<file path="config.mk">
export PLATFORM = sky130hd
export DESIGN_NAME = a429_tx_channel
export DESIGN_NICKNAME = d
export VERILOG_FILES = /design/src/rtl/a429_tx_pkg.sv /design/src/rtl/a429_tx_fifo.sv /design/src/rtl/a429_tx_halftimer.sv /design/src/rtl/a429_tx_serializer.sv /design/src/rtl/a429_tx_channel.sv
export SDC_FILE = /design/constraint.sdc
export NUM_CORES = 1
export LEC_CHECK = 0
export BUFFER_PORTS_ARGS = -buffer_cell sky130_fd_sc_hd__buf_2
export CAP_MARGIN = 40
export CORE_MARGIN = 2
export CORE_UTILIZATION = 55
export DETAILED_ROUTE_END_ITERATION = 16
export PLACE_DENSITY = 0.78
export SETUP_SLACK_MARGIN = 0.1
export SLEW_MARGIN = 20
export SYNTH_ARGS = -nofsm -noshare
export SYNTH_HDL_FRONTEND = slang
export SYNTH_SLANG_ARGS = --single-unit
</file>
<file path="constraint.sdc">
create_clock -name clk -period 9.4 [get_ports clk]
set_clock_uncertainty 0.15 [all_clocks]
set_input_delay 0.94 -clock clk [delete_from_list [all_inputs] [get_ports clk]]
set_output_delay 0.94 -clock clk [all_outputs]
set_load 0.005 [all_outputs]
</file>
<file path="src/rtl/a429_tx_pkg.sv">
package a429_tx_pkg;

    localparam int WORD_W  = 32;
    localparam int MIN_GAP = 4;

    typedef enum logic [1:0] {
        PAR_NONE = 2'b00,
        PAR_ODD  = 2'b01,
        PAR_EVEN = 2'b10,
        PAR_RSVD = 2'b11
    } par_mode_e;

    typedef enum logic [1:0] {
        ST_IDLE,
        ST_HIGH,
        ST_LOW,
        ST_GAP
    } ser_state_e;

    typedef struct packed {
        logic [WORD_W-1:0] bits;
        logic [4:0]        idx;
    } shift_t;

    // Top bit replaced so the whole word carries the requested ones-count parity.
    function automatic logic [WORD_W-1:0] apply_parity(input logic [WORD_W-1:0] w,
                                                       input par_mode_e m);
        logic [WORD_W-1:0] r;
        r = w;
        case (m)
            PAR_ODD:  r[WORD_W-1] = ~^w[WORD_W-2:0];
            PAR_EVEN: r[WORD_W-1] =  ^w[WORD_W-2:0];
            default:  r = w;
        endcase
        return r;
    endfunction

endpackage

</file>
<file path="src/rtl/a429_tx_fifo.sv">
module a429_tx_fifo
    import a429_tx_pkg::*;
#(
    parameter int DEPTH = 8
) (
    input  logic              clk,
    input  logic              rst,
    input  logic              wr_en,
    input  logic [WORD_W-1:0] wr_data,
    input  logic              rd_en,
    output logic [WORD_W-1:0] rd_data,
    output logic              empty
);
    localparam int AW = (DEPTH > 1) ? $clog2(DEPTH) : 1;

    logic [WORD_W-1:0] mem [DEPTH];
    logic [AW-1:0]     wr_ptr, rd_ptr;
    logic [AW:0]       count;
    logic              do_wr, do_rd;

    assign do_rd   = rd_en && (count != '0);
    assign do_wr   = wr_en && ((count != (AW+1)'(DEPTH)) || do_rd);
    assign rd_data = mem[rd_ptr];
    assign empty   = (count == '0);

    function automatic logic [AW-1:0] bump(input logic [AW-1:0] p);
        return (p == AW'(DEPTH-1)) ? '0 : p + 1'b1;
    endfunction

    always_ff @(posedge clk) begin
        if (rst) begin
            wr_ptr <= '0;
            rd_ptr <= '0;
            count  <= '0;
        end else begin
            if (do_wr) begin
                mem[wr_ptr] <= wr_data;
                wr_ptr      <= bump(wr_ptr);
            end
            if (do_rd) rd_ptr <= bump(rd_ptr);
            case ({do_wr, do_rd})
                2'b10:   count <= count + 1'b1;
                2'b01:   count <= count - 1'b1;
                default: count <= count;
            endcase
        end
    end


    fifo_bound_chk: assert property (@(posedge clk) disable iff (rst)
        count <= (AW+1)'(DEPTH));


    no_underflow_chk: assert property (@(posedge clk) disable iff (rst)
        rd_en |-> !empty);

endmodule

</file>
<file path="src/rtl/a429_tx_halftimer.sv">
module a429_tx_halftimer #(
    parameter int DIV_W = 16
) (
    input  logic             clk,
    input  logic             rst,
    input  logic             run,
    input  logic [DIV_W-1:0] half_len,
    output logic             half_end
);
    logic [DIV_W-1:0] cnt;
    logic [DIV_W-1:0] eff;

    assign eff      = (half_len == '0) ? DIV_W'(1) : half_len;
    assign half_end = run && (cnt == eff - 1'b1);

    always_ff @(posedge clk) begin
        if (rst || !run)   cnt <= '0;
        else if (half_end) cnt <= '0;
        else               cnt <= cnt + 1'b1;
    end


    half_bound_chk: assert property (@(posedge clk) disable iff (rst)
        cnt < eff);

endmodule

</file>
<file path="src/rtl/a429_tx_serializer.sv">
module a429_tx_serializer
    import a429_tx_pkg::*;
#(
    parameter int GAP_W = 4
) (
    input  logic              clk,
    input  logic              rst,
    input  logic              en,
    input  logic              half_end,
    input  logic              fifo_empty,
    input  logic [WORD_W-1:0] rd_data,
    input  par_mode_e         par_mode,
    input  logic [GAP_W-1:0]  gap_len,
    output logic              pop,
    output logic              running,
    output logic              line_one,
    output logic              line_zero,
    output logic              eot
);
    localparam logic [4:0] LAST_BIT = 5'(WORD_W - 1);

    ser_state_e       state;
    shift_t           sh;
    logic [GAP_W:0]   gcnt;
    logic [GAP_W-1:0] gap_eff;
    logic [GAP_W:0]   gap_last;
    logic             start, gap_done;

    assign gap_eff  = (gap_len < GAP_W'(MIN_GAP)) ? GAP_W'(MIN_GAP) : gap_len;
    assign gap_last = {gap_eff, 1'b0} - (GAP_W+1)'(1);
    assign start    = en && !fifo_empty;
    assign gap_done = (state == ST_GAP) && half_end && (gcnt == gap_last);

    always_comb begin
        pop = 1'b0;
        if (state == ST_IDLE && start) pop = 1'b1;
        if (gap_done && start)         pop = 1'b1;
    end

    assign running   = (state != ST_IDLE);
    assign line_one  = (state == ST_HIGH) &&  sh.bits[0];
    assign line_zero = (state == ST_HIGH) && !sh.bits[0];

    always_ff @(posedge clk) begin
        if (rst) begin
            state <= ST_IDLE;
            sh    <= '0;
            gcnt  <= '0;
            eot   <= 1'b0;
        end else begin
            eot <= 1'b0;
            case (state)
                ST_IDLE: if (start) begin
                    sh.bits <= apply_parity(rd_data, par_mode);
                    sh.idx  <= '0;
                    state   <= ST_HIGH;
                end
                ST_HIGH: if (half_end) state <= ST_LOW;
                ST_LOW: if (half_end) begin
                    if (sh.idx == LAST_BIT) begin
                        state <= ST_GAP;
                        gcnt  <= '0;
                        eot   <= fifo_empty;
                    end else begin
                        sh.bits <= sh.bits >> 1;
                        sh.idx  <= sh.idx + 1'b1;
                        state   <= ST_HIGH;
                    end
                end
                ST_GAP: if (half_end) begin
                    if (gcnt == gap_last) begin
                        if (start) begin
                            sh.bits <= apply_parity(rd_data, par_mode);
                            sh.idx  <= '0;
                            state   <= ST_HIGH;
                        end else begin
                            state <= ST_IDLE;
                        end
                    end else begin
                        gcnt <= gcnt + 1'b1;
                    end
                end
                default: state <= ST_IDLE;
            endcase
        end
    end


    lines_excl_chk: assert property (@(posedge clk) disable iff (rst)
        !(line_one && line_zero));


    eot_pulse_chk: assert property (@(posedge clk) disable iff (rst)
        eot |=> !eot);


    eot_in_gap_chk: assert property (@(posedge clk) disable iff (rst)
        eot |-> (state == ST_GAP) && !line_one && !line_zero);

endmodule

</file>
<file path="src/rtl/a429_tx_channel.sv">
module a429_tx_channel
    import a429_tx_pkg::*;
#(
    parameter int DEPTH = 8,
    parameter int DIV_W = 16,
    parameter int GAP_W = 4
) (
    input  logic             clk,
    input  logic             rst,
    input  logic             en,
    input  logic             wr_en,
    input  logic [31:0]      wr_data,
    input  logic [1:0]       par_mode,
    input  logic [DIV_W-1:0] half_len,
    input  logic [GAP_W-1:0] gap_len,
    output logic             line_one,
    output logic             line_zero,
    output logic             fifo_empty,
    output logic             eot
);
    logic              pop, running, half_end;
    logic [WORD_W-1:0] rd_data;

    a429_tx_fifo #(.DEPTH(DEPTH)) u_fifo (
        .clk     (clk),
        .rst     (rst),
        .wr_en   (wr_en),
        .wr_data (wr_data),
        .rd_en   (pop),
        .rd_data (rd_data),
        .empty   (fifo_empty)
    );

    a429_tx_halftimer #(.DIV_W(DIV_W)) u_timer (
        .clk      (clk),
        .rst      (rst),
        .run      (running),
        .half_len (half_len),
        .half_end (half_end)
    );

    a429_tx_serializer #(.GAP_W(GAP_W)) u_ser (
        .clk        (clk),
        .rst        (rst),
        .en         (en),
        .half_end   (half_end),
        .fifo_empty (fifo_empty),
        .rd_data    (rd_data),
        .par_mode   (par_mode_e'(par_mode)),
        .gap_len    (gap_len),
        .pop        (pop),
        .running    (running),
        .line_one   (line_one),
        .line_zero  (line_zero),
        .eot        (eot)
    );


    reset_quiet_chk: assert property (@(posedge clk)
        rst |=> fifo_empty && !eot && !line_one && !line_zero);

endmodule

</file>
==> metrics.txt <==
clock tree buffer depth=3; setup TNS=0 ns; Synthesized Nets=1,063; critical path's slowest cell=sky130_fd_sc_hd__nor4b_1; placed wire-length estimate after detailed placement=18.1 mm; PwrDens=around 260 nW/um^2; total count of hold-check failures in the final report=0; non-filler instance count after layout=roughly 1,400; number of enable flip-flop cells after synthesis=256; total setup buffers inserted after CTS=0; initial core utilization=between 50% and 60%; slowest stage delay, CP=0.67 ns; main flop type after synthesis=sky130_fd_sc_hd__edfxtp_1; overall die area=26,700 um^2; Sequential cell area=9170 um^2; total DRC errors in the routed layout=0; number of filler cells placed in the layout=1,808; aggregate global routing overflow=0; Avg Cell Area, Syn=between 10 and 15 um^2; sink count of the clock tree=330; final critical-path share of the clock period=61.3%; Detailed Routing Iterations Pass 1=5; source-to-sink clock delay at the later pin of the worst-skew pair=0.53 ns; worst path arrival time=roughly 6 ns; placed instance count=1,350; class of the tightest hold or removal check=reg -> reg; Routed Antenna Nets=0; setup repair after global routing missed its margin=false; cell chain of the critical path=buf_2 > nor2_1 > nor4b_1 > a31oi_1 > ha_1 > or4b_1 > nor2_1 > xnor2_1 > nand3_1 > a2111o_1 > a2111oi_4 > a41oi_2 > or3_4 > inv_1 > ha_1 > a21o_1 > a21oi_1 > nor2b_1 > a221o_1 > a41o_1 > nor2_1 > nor3_1; Ant. Diodes=0; share of final-layout standard cells stronger than drive strength 1=17.9%; global placer's final weighted congestion=0.867; netlist area before placement=about 14,000 um^2; DIE HEIGHT=164 um; Crit. End Element=register; clock tree from TritonCTS=yes; Critical Path Fanout Max=5; count of buffers from port buffering=slightly above 60; number of vias after detailed routing=around 8,500; Least-Margin Pin Slew=0.784 ns; combinational family with the most area after synthesis=multiplexers; share of flip-flops with an asynchronous set or reset after synthesis=0%; Post-Synthesis Cells=between 900 and 1,000; Final Critical Period=5.76 ns; critical path launch point type=input port; XOR/XNOR share of the synthesized area=4.29%; leading cell type in the layout, fill and taps excluded=sky130_fd_sc_hd__edfxtp_1; post-DR vias/cell=between 6 and 7; Final Setup Violations=0; commonest cells after routing, fill and taps aside=256 x sky130_fd_sc_hd__edfxtp_1, 93 x sky130_fd_sc_hd__nand2_1, 75 x sky130_fd_sc_hd__a21oi_1; cell mode on critical path=sky130_fd_sc_hd__nor2_1; number of hold-repair buffers added at the cts stage=0; overall die width=164 um; peak supply drop=around 0.27 mV; number of instances resized during post-cts repair=0; critical path start-end classification=in -> reg; TritonCTS Buffers=34; count of routing violations after the opening detailed-route iteration=782; mux contribution to synthesized area=around 11%; Clock Pin Slew Worst Setup and Hold Paths=0.06 ns; root buffer cell=sky130_fd_sc_hd__clkbuf_16; cell row count=58; total detailed-routing wirelength=about 29 mm; number of antenna violations at the first check in global routing=1; post-synthesis compound-gate area fraction=8.23%; number of global-route vias before repair=around 8,400; Pwr Total=4.23 mW; Wirelength per Cell=just over 20 um; Synth Area in Adders=approximately 1.4%; Syn-to-layout area delta=14.1%; area share of and/or/nand/nor cells after synthesis=between 7 and 8%; required time at the endpoint of the critical path=9.62 ns; Total GRT Usage=22.4%; first-pass GRT wire length=between 40 and 50 mm; peak clock frequency supported by timing=~170 MHz; # H-tree levels=2; worst max-slew margin expressed relative to the limit=between 40% and 50%; pin count of the biggest net entering global routing=52; top-level port count=62; part of the Yosys area used for sequential elements=65.5%; net count reported at finish=1,129; total core area=25,100 um^2; Layout Utilization=between 60% and 70%; area of the multi-input gates=4610 um^2; leakage component of the power=5.32 nW; max-slew violation count=0; status=complete, no violations; unique cell type count in the Yosys netlist=between 60 and 70; register bit count reported by yosys=330; max-cap violation count=0; total of warnings raised by yosys=0
[area by class of cell]
type	count	share of cell area, %
Tap cell	330	2.58
Inverter	16	0.376
Clock inverter	22	1.54
Timing Repair Buffer	82	3.71
Sequential cell	330	57.4
Clock buffer	39	5.51
Multi-Input combinational cell	592	28.9
[where the power goes]
| part | internal, mW | switching [mW] |
|---|---|---|
| sequential | 1.67 | 0.0840 |
| combinational | 0.538 | 0.592 |
| clock | 0.792 | 0.559 |
| total | 3.00 | 1.23 |
[metal layers]
metal	track usage [%]	part of all wire, %	wire length [um]
met1	31.0	42	12300
met2	36.5	49	14300
met3	4.01	6.8	1990
met4	7.06	2.3	662
met5	0	0.038	11
[final timing paths]
path | start | endpoint | slack [ns] | cells past startpoint
worst min register to register | u_ser.sh[18] | u_ser.sh[18] | 0.30 | 2
worst min-delay path | u_ser.sh[18] | u_ser.sh[18] | 0.30 | 2
worst max-delay path | half_len[14] | u_fifo.count[3] | 3.64 | 22
worst max register to register | register | u_ser.sh[36] | 4.94 | 11
[flip-flops by register name, summed over array words and instances, names as in the netlist, 2 cells and up, named ones only]
name and flops:
u_fifo.rd_ptr 3, u_ser.gcnt 5, u_timer.cnt 16, u_fifo.count 4, u_fifo.wr_ptr 3, u_ser.state 2
u_ser.sh 37, u_fifo.mem 256
[through the flow]
stage / setup slack [ns] / instance area (um^2) / hold slack, ns
after CTS: 3.72 / 16000 / 0.302
after global placement: 2.90 / 14600 / 0.289
after detailed placement: 3.23 / 14900 / 0.293
final: 3.64 / 16000 / 0.299
after global routing: 3.24 / 16000 / 0.323
after floorplan: 2.49 / 14000 / 0.282
[synthesized netlist by cell type (2+ instances only)]
library cell / count / share of area, %
sky130_fd_sc_hd__edfxtp_1: 256 / 55
sky130_fd_sc_hd__nand2_1: 94 / 2.5
sky130_fd_sc_hd__a21oi_1: 75 / 2.7
sky130_fd_sc_hd__dfxtp_1: 74 / 11
sky130_fd_sc_hd__mux2i_1: 69 / 4.9
sky130_fd_sc_hd__nor2_1: 52 / 1.4
sky130_fd_sc_hd__xnor2_1: 41 / 2.6
sky130_fd_sc_hd__mux4_2: 37 / 6.0
sky130_fd_sc_hd__o211ai_1: 33 / 1.8
sky130_fd_sc_hd__clkbuf_1: 31 / 0.83
sky130_fd_sc_hd__o22ai_1: 28 / 1.3
sky130_fd_sc_hd__xor2_1: 25 / 1.6
sky130_fd_sc_hd__nand3_1: 17 / 0.61
sky130_fd_sc_hd__inv_1: 15 / 0.40
sky130_fd_sc_hd__ha_1: 14 / 1.3
sky130_fd_sc_hd__buf_2: 13 / 0.46
sky130_fd_sc_hd__o21ai_0: 12 / 0.43
sky130_fd_sc_hd__and3_1: 11 / 0.49
sky130_fd_sc_hd__nor3_1: 10 / 0.36
sky130_fd_sc_hd__buf_1: 6 / 0.16
sky130_fd_sc_hd__or3_1: 6 / 0.27
sky130_fd_sc_hd__nand4_1: 5 / 0.22
sky130_fd_sc_hd__a31oi_1: 4 / 0.18
sky130_fd_sc_hd__nor3b_1: 4 / 0.21
sky130_fd_sc_hd__and2_1: 3 / 0.13
sky130_fd_sc_hd__o21a_1: 3 / 0.16
sky130_fd_sc_hd__o21bai_1: 3 / 0.16
sky130_fd_sc_hd__a2111oi_0: 2 / 0.13
sky130_fd_sc_hd__a211o_1: 2 / 0.13
sky130_fd_sc_hd__a21o_1: 2 / 0.11
sky130_fd_sc_hd__nand3b_1: 2 / 0.11
sky130_fd_sc_hd__nor2b_1: 2 / 0.089
sky130_fd_sc_hd__o21ai_1: 2 / 0.072
sky130_fd_sc_hd__o31a_1: 2 / 0.13
sky130_fd_sc_hd__o32ai_1: 2 / 0.13
sky130_fd_sc_hd__or2_2: 2 / 0.089
sky130_fd_sc_hd__or4b_1: 2 / 0.14
[logic make-up after synthesis]
family,after synthesis
xor+xnor,67
compound gates,181
buf+inv,68
mux,108
fa+ha+maj,15
simple gates,221
flops,330
[worst max-delay path: cells and delay by family]
kind	cells	cell delay, ns
AO/OA/AOI/OAI	8	2.18
XOR/XNOR	1	0.15
buffers and inverters	2	0.21
AND/OR/NAND/NOR	9	1.95
adder cells (fa/ha/maj)	2	0.55
No activity file was read; power rests on OpenSTA's default activity.
